**config.mk**
```make
export PLATFORM = sky130hd
export DESIGN_NAME = chsel_decoder
export DESIGN_NICKNAME = d
export VERILOG_FILES = /design/src/rtl/chsel_pkg.sv /design/src/rtl/chsel_node_pick.sv /design/src/rtl/chsel_intlv.sv /design/src/rtl/chsel_prio.sv /design/src/rtl/chsel_decoder.sv
export SDC_FILE = /design/constraint.sdc
export NUM_CORES = 1
export LEC_CHECK = 0
export BUFFER_PORTS_ARGS = -buffer_cell sky130_fd_sc_hd__buf_2
export CAP_MARGIN = 20
export CORE_AREA = 2 2 39 41
export CTS_CLUSTER_SIZE = 8
export DETAILED_ROUTE_END_ITERATION = 8
export DIE_AREA = 0 0 41 43
export PLACE_DENSITY = 0.69
export SYNTH_ARGS = -nofsm -noshare
export SYNTH_HDL_FRONTEND = slang
export SYNTH_HIERARCHICAL = 1
export SYNTH_SLANG_ARGS = --single-unit
```
**constraint.sdc**
```tcl
create_clock -name clk -period 1.98 [get_ports clk]
set_input_delay 0.297 -clock clk [delete_from_list [all_inputs] [get_ports clk]]
set_output_delay 0.297 -clock clk [all_outputs]
set_load 0.005 [all_outputs]
```
**src/rtl/chsel_pkg.sv**
```systemverilog
package chsel_pkg;

  typedef enum logic [1:0] {
    IL_FINE    = 2'b00,
    IL_NODE    = 2'b01,
    IL_HASH_LO = 2'b10,
    IL_HASH_HI = 2'b11
  } il_mode_e;

  typedef struct packed {
    logic     gang_en;
    logic     sel_hi;
    logic     il_en;
    logic     hi_range_en;
    il_mode_e il_mode;
  } chsel_cfg_t;

endpackage

```
**src/rtl/chsel_node_pick.sv**
```systemverilog
module chsel_node_pick #(
  parameter int ADDR_W   = 48,
  parameter int NODE_W   = 3,
  parameter int BASE_BIT = 12
) (
  input  logic [ADDR_W-1:0] addr,
  input  logic [NODE_W-1:0] node_il_en,
  output logic              bit_o
);
  localparam int TOP_BIT = BASE_BIT + NODE_W;

  // The highest set field bit wins; an empty field falls back to BASE_BIT.
  always_comb begin
    bit_o = addr[BASE_BIT];
    for (int i = 0; i < NODE_W; i++) begin
      if (node_il_en[i]) bit_o = addr[BASE_BIT + 1 + i];
    end
  end

  if (TOP_BIT >= ADDR_W) begin : g_bad_width
    initial $display("chsel_node_pick: node bits exceed address width");
  end
endmodule

```
**src/rtl/chsel_intlv.sv**
```systemverilog
module chsel_intlv
  import chsel_pkg::*;
#(
  parameter int ADDR_W    = 48,
  parameter int NODE_W    = 3,
  parameter int FINE_BIT  = 6,
  parameter int ALT_BIT   = 9,
  parameter int PAR_LO    = 16,
  parameter int PAR_W     = 5,
  parameter int NODE_BASE = 12
) (
  input  logic [ADDR_W-1:0] addr,
  input  il_mode_e          mode,
  input  logic [NODE_W-1:0] node_il_en,
  output logic              chan_o
);
  logic par_bit;
  logic node_bit;

  if (PAR_W > 0) begin : g_par
    assign par_bit = ^addr[PAR_LO +: PAR_W];
  end else begin : g_nopar
    assign par_bit = 1'b0;
  end

  chsel_node_pick #(
    .ADDR_W  (ADDR_W),
    .NODE_W  (NODE_W),
    .BASE_BIT(NODE_BASE)
  ) u_node (
    .addr      (addr),
    .node_il_en(node_il_en),
    .bit_o     (node_bit)
  );

  always_comb begin
    unique case (mode)
      IL_FINE:    chan_o = addr[FINE_BIT];
      IL_NODE:    chan_o = node_bit;
      IL_HASH_LO: chan_o = par_bit ^ addr[FINE_BIT];
      IL_HASH_HI: chan_o = par_bit ^ addr[ALT_BIT];
      default:    chan_o = 1'b0;
    endcase
  end
endmodule

```
**src/rtl/chsel_prio.sv**
```systemverilog
module chsel_prio
  import chsel_pkg::*;
(
  input  chsel_cfg_t cfg,
  input  logic       hi_range_sel,
  input  logic       il_chan,
  output logic       chan_o
);
  always_comb begin
    if (cfg.gang_en)          chan_o = 1'b0;
    else if (hi_range_sel)    chan_o = cfg.sel_hi;
    else if (cfg.il_en)       chan_o = il_chan;
    else if (cfg.hi_range_en) chan_o = ~cfg.sel_hi;
    else                      chan_o = 1'b0;
  end
endmodule

```
**src/rtl/chsel_decoder.sv**
```systemverilog
module chsel_decoder
  import chsel_pkg::*;
#(
  parameter int ADDR_W    = 48,
  parameter int NODE_W    = 3,
  parameter int FINE_BIT  = 6,
  parameter int ALT_BIT   = 9,
  parameter int PAR_LO    = 16,
  parameter int PAR_W     = 5,
  parameter int NODE_BASE = 12
) (
  input  logic              clk,
  input  logic              rst_n,
  input  logic              in_valid,
  input  logic [ADDR_W-1:0] sys_addr,
  input  logic              hi_range_sel,
  input  logic [NODE_W-1:0] node_il_en,
  input  logic              cfg_gang_en,
  input  logic              cfg_sel_hi,
  input  logic              cfg_il_en,
  input  logic              cfg_hi_range_en,
  input  logic [1:0]        cfg_il_mode,
  output logic              out_valid,
  output logic              out_chan
);
  chsel_cfg_t cfg;
  logic       il_chan;
  logic       chan_d;

  assign cfg.gang_en     = cfg_gang_en;
  assign cfg.sel_hi      = cfg_sel_hi;
  assign cfg.il_en       = cfg_il_en;
  assign cfg.hi_range_en = cfg_hi_range_en;
  assign cfg.il_mode     = il_mode_e'(cfg_il_mode);

  chsel_intlv #(
    .ADDR_W   (ADDR_W),
    .NODE_W   (NODE_W),
    .FINE_BIT (FINE_BIT),
    .ALT_BIT  (ALT_BIT),
    .PAR_LO   (PAR_LO),
    .PAR_W    (PAR_W),
    .NODE_BASE(NODE_BASE)
  ) u_intlv (
    .addr      (sys_addr),
    .mode      (cfg.il_mode),
    .node_il_en(node_il_en),
    .chan_o    (il_chan)
  );

  chsel_prio u_prio (
    .cfg         (cfg),
    .hi_range_sel(hi_range_sel),
    .il_chan     (il_chan),
    .chan_o      (chan_d)
  );

  always_ff @(posedge clk) begin
    if (!rst_n) begin
      out_valid <= 1'b0;
      out_chan  <= 1'b0;
    end else begin
      out_valid <= in_valid;
      if (in_valid) out_chan <= chan_d;
    end
  end
endmodule

```
Word level (Yosys, flattened, before mapping)
Cells that the tools add are included.
Word-level totals
  bits in registers: 2
  output and inout bits: 2
  logic and storage cells: 18
Cells by class
  equal/unequal tests: 3
  multiplexer cells: 8
  bitwise gates (word level): 3
  reductions and logical operators: 2
Operator list (number)
  1-bit 2-to-1 mux: 7
  5-bit XOR reduction: 1
  2-bit equality test, second input constant: 2
  1-bit one-hot mux with 4 select lines: 1
  2-bit by 1-bit equality test with 1-bit output, second input constant: 1
  2-bit zero test: 1
  1-bit XOR: 2
  1-bit inverter: 1

Logic depth before layout (Yosys ltp)
  depth after elaboration: 7
  mapped depth: 9
  mapped depth without buffers: 9

Modules after synthesis
Netlist, hierarchy kept.
Modules (own cells, without submodules)
  chsel_intlv: times used 1, cells each 8, area an instance 82.6 um^2, sequential area each 0.0 um^2
  chsel_decoder: times used 1, cells each 5, area an instance 63.8 um^2, sequential area each 40.0 um^2
  chsel_prio: times used 1, cells each 4, area an instance 32.5 um^2, sequential area each 0.0 um^2
  chsel_node_pick: times used 1, cells each 4, area an instance 30.0 um^2, sequential area each 0.0 um^2

Least setup slack after synthesis
OpenSTA, ideal clock, no wires.
  path type: input -> register
  start point: in sys_addr[18]
  end point: reg out_chan
  library setup time: 0.065 ns
  data arrival time: 1.535 ns
  data required time: 1.915 ns
  slack: 0.380 ns
  cell stages on the path: 8
  path buffers: 0
  path through: xnor2_1 xnor3_1 xnor2_1 mux2i_1 a21oi_1 a221oi_2 mux2i_1 nor2b_1
Between the ends
  word-level cells in the longest chain between the ends: 6
RTL lines
  start: declaration: line chsel_decoder.sv:15  | input logic [ADDR_W-1:0] sys_addr,
  5-bit XOR reduction (*): line chsel_intlv.sv:21  | assign par_bit = ^addr[PAR_LO +: PAR_W];
  1-bit XOR (on tied branches): line chsel_intlv.sv:41, chsel_intlv.sv:40
  1-bit one-hot mux with 4 select lines (*): line chsel_intlv.sv:37  | unique case (mode)
  named net il_chan: line chsel_decoder.sv:27  | logic il_chan;
  1-bit 2-to-1 mux (*): line chsel_prio.sv:12  | else if (cfg.il_en) chan_o = il_chan;
  1-bit 2-to-1 mux (*): line chsel_prio.sv:11  | else if (hi_range_sel) chan_o = cfg.sel_hi;
  1-bit 2-to-1 mux (*): line chsel_prio.sv:10  | if (cfg.gang_en) chan_o = 1'b0;
  named net chan_d: line chsel_decoder.sv:28  | logic chan_d;
  end signal: assignment: line chsel_decoder.sv:64  | if (in_valid) out_chan <= chan_d;
  end: declaration: line chsel_decoder.sv:24  | output logic out_chan
Mark *: on every way through the listed nets, which the timed path passes. The rest lies on a longest branch.
A chain may end at the register's enable or synchronous reset.

Worst setup path in the final report
Same ends and word-level chain as after synthesis.

==> metrics.yaml <==
yosys:
  ys_ff_latch: 2
  syn-num-nets: 82
  syn-instance-count: 21
  syn_avg_cell_area_um2: 9.95
  yosysUniqueCellTypes: 13
  ys_warn_count: 6
  syn-cell-area_um2: 209
  synth_seq_area_share_pct: 19.2
sta:
  fin_crit_ps: 1660
  setup_violations: 0
  final.setup.tns_ps: 0
  slew_headroom_pct: 88.1
  worst_slew_pin_slew_ps: 174
  grt_setup_unrepaired: "no"
  fmax_ghz: 0.603
  finalCritPeriodShare_pct: 83.7
  hold_ws_ps: 314
  finalHoldViolations: 0
  finClkSkew_ps: 0
  postLayoutSetupSlackWorst_ps: 323
  drv_slew: 0
critical_path:
  endpoint_kind: "register"
  critPathTopFamily: "XOR/XNOR gates"
  path_max_fanout: 1
  r2r_setup_slack_ps: 1400
  worstPathCellList: "buf_2, xnor2_1, xnor3_1, xnor2_1, mux2i_1, a21oi_1, a221oi_2, mux2i_1, nor2b_1"
  cp_slowest_cell: "xnor3_1"
  crit_required_ps: 2130
  worstSetupPathType: "primary input to register"
  start_kind: "primary input"
  slowest_delay_ps: 360
  cp.arrival_ps: 1810
  worst-path-buf-inv: 1
layout:
  finalInstanceArea_um2: 377
  most-common-layout-cells: "buf_2 (25), mux2i_1 (5), clkbuf_4 (3), xnor2_1 (3)"
  postLayoutCoreUtil_pct: 27.2
  n_antenna_cell: 0
  nFillCells: 141
  multi_input_area_um2: 165
  final_cell_count_no_fill: 65
  layout_commonest_cell: "buf_2"
  layout-drive-gt1-share_pct: 61.2
  syn_to_final_growth_pct: 80.2
  finalNetCount: 112
  regArea_um2: 40.0
pwr:
  ir_worst_vdd_mv: 0.255
  seqPwrFrac_pct: 21.8
  power_mw: 0.199
  combPwrFrac_pct: 34.5
  netSwitchingFraction_pct: 23.1
  leakage_nw: 0.212
  p_int_mw: 0.153
  switchingPower_mw: 0.0461
  p_clk_share_pct: 43.8
  p_per_area_nw_per_um2: 529
drt:
  drcViolationCount: 0
  routed_wl_um: 496
  ant_nets: 0
  drtIter0Drc: 0
  dr.pass1.iters: 1
  vias_per_cell: 3.86
  vias: 251
  wire_per_inst_um: 7.63
die:
  io_pins: 63
  initial_core_util_pct: 15.1
  die_area_um2: 1760
  fp-row-count: 14
  dieHeight_um: 43
  dieWidth_um: 41
  core_area_um2: 1380
place:
  pre_cts_slack_ps: 61.9
  gp_congestion: 0.630
  io_buffers: 25
  dp_cells: 62
  dpl_cell_area_um2: 354
  hpwl_um: 451
clock_network:
  clock_sinks: 2
  h-tree-depth: 1
  clockBufferDepth: 2
  cts.clk_slew.worst_paths_ps: 30
  numCtsBuffers: 3
  clkLatencyLatePin_ps: 220
  cts_resized: 0
  clock_tree.root_cell: "clkbuf_4"
  cts_setup_buffers: 0
  hold_buffers: 0
  cts_tree: "yes"
min_path:
  hold_class: "primary input to register"
outcome:
  status: "finished clean"
grt:
  track_usage_pct: 6.51
  grt_first_pass_wirelength_um: 779
  gr-total-overflow: 0
  grt_max_degree: 3
  grt_pass1_vias: 258
  antenna_found_initial: 0
flow_run:
  maxCapViolations: 0
## registers in the layout (all words and copies together), names as in the netlist
signal	flops
out_valid	1
out_chan	1
## worst reg2reg max path, delay by kind of cell (launching register included)
family,cells,cell delay (ps)
flops,1,300
mux,1,120
simple gates,1,60
## synthesized netlist by cell type (all sizes together)
| library cell | n | area share, % |
|---|---|---|
| mux2 | 1 | 5.4 |
| nor2b | 1 | 3.0 |
| mux2i | 5 | 24 |
| nand2 | 2 | 3.6 |
| or3b | 1 | 4.2 |
| xnor3 | 1 | 11 |
| o21ai | 1 | 2.4 |
| xnor2 | 3 | 13 |
| a21oi | 1 | 2.4 |
| a221oi | 1 | 7.2 |
| and2 | 1 | 3.6 |
| inv | 1 | 1.8 |
| dfxtp | 2 | 19 |
## cells by family (layout without fill, tap and decap cells)
logic type	after synthesis	count (layout)	synth area share [%]
mux	6	6	29.3
compound gates	3	3	12.0
xor+xnor	4	4	23.4
buf+inv	1	29	1.79
simple gates	5	5	14.4
flops	2	2	19.2
## layer usage
metal,wire length [um],up-vias,track usage [%]
li1,-,132,-
met1,194,100,6.07
met4,0,0,4.00
met3,74,0,2.09
met5,0,-,0
met2,227,19,11.3
## power by group through the flow
stage	logic (mW)	registers (mW)	clock network, mW
3_5_place_dp	0.0701	0.0440	0
6_report	0.0687	0.0434	0.0872
2_1_floorplan	0.0375	0.0443	0
3_3_place_gp	0.0680	0.0440	0
5_1_grt	0.0774	0.0437	0.0973
4_1_cts	0.0702	0.0434	0.0910
## path summary, 6_finish.rpt
check	start	to	cells past startpoint
setup / recovery	sys_addr[18]	out_chan$_SDFFE_PN0P_	9
hold / removal	rst_n	out_chan$_SDFFE_PN0P_	2
setup reg to reg	out_chan$_SDFFE_PN0P_	out_chan$_SDFFE_PN0P_	2
hold reg to reg	out_chan$_SDFFE_PN0P_	out_chan$_SDFFE_PN0P_	2
## area by class of cell
type | instances | area share [%]
Multi-Input combinational cell | 18 | 43.9
Sequential cell | 2 | 10.6
Inverter | 1 | 0.997
Clock buffer | 3 | 5.98
Tap cell | 16 | 5.32
Timing Repair Buffer | 25 | 33.2
Note: power is estimated with default switching activity, not from simulation.
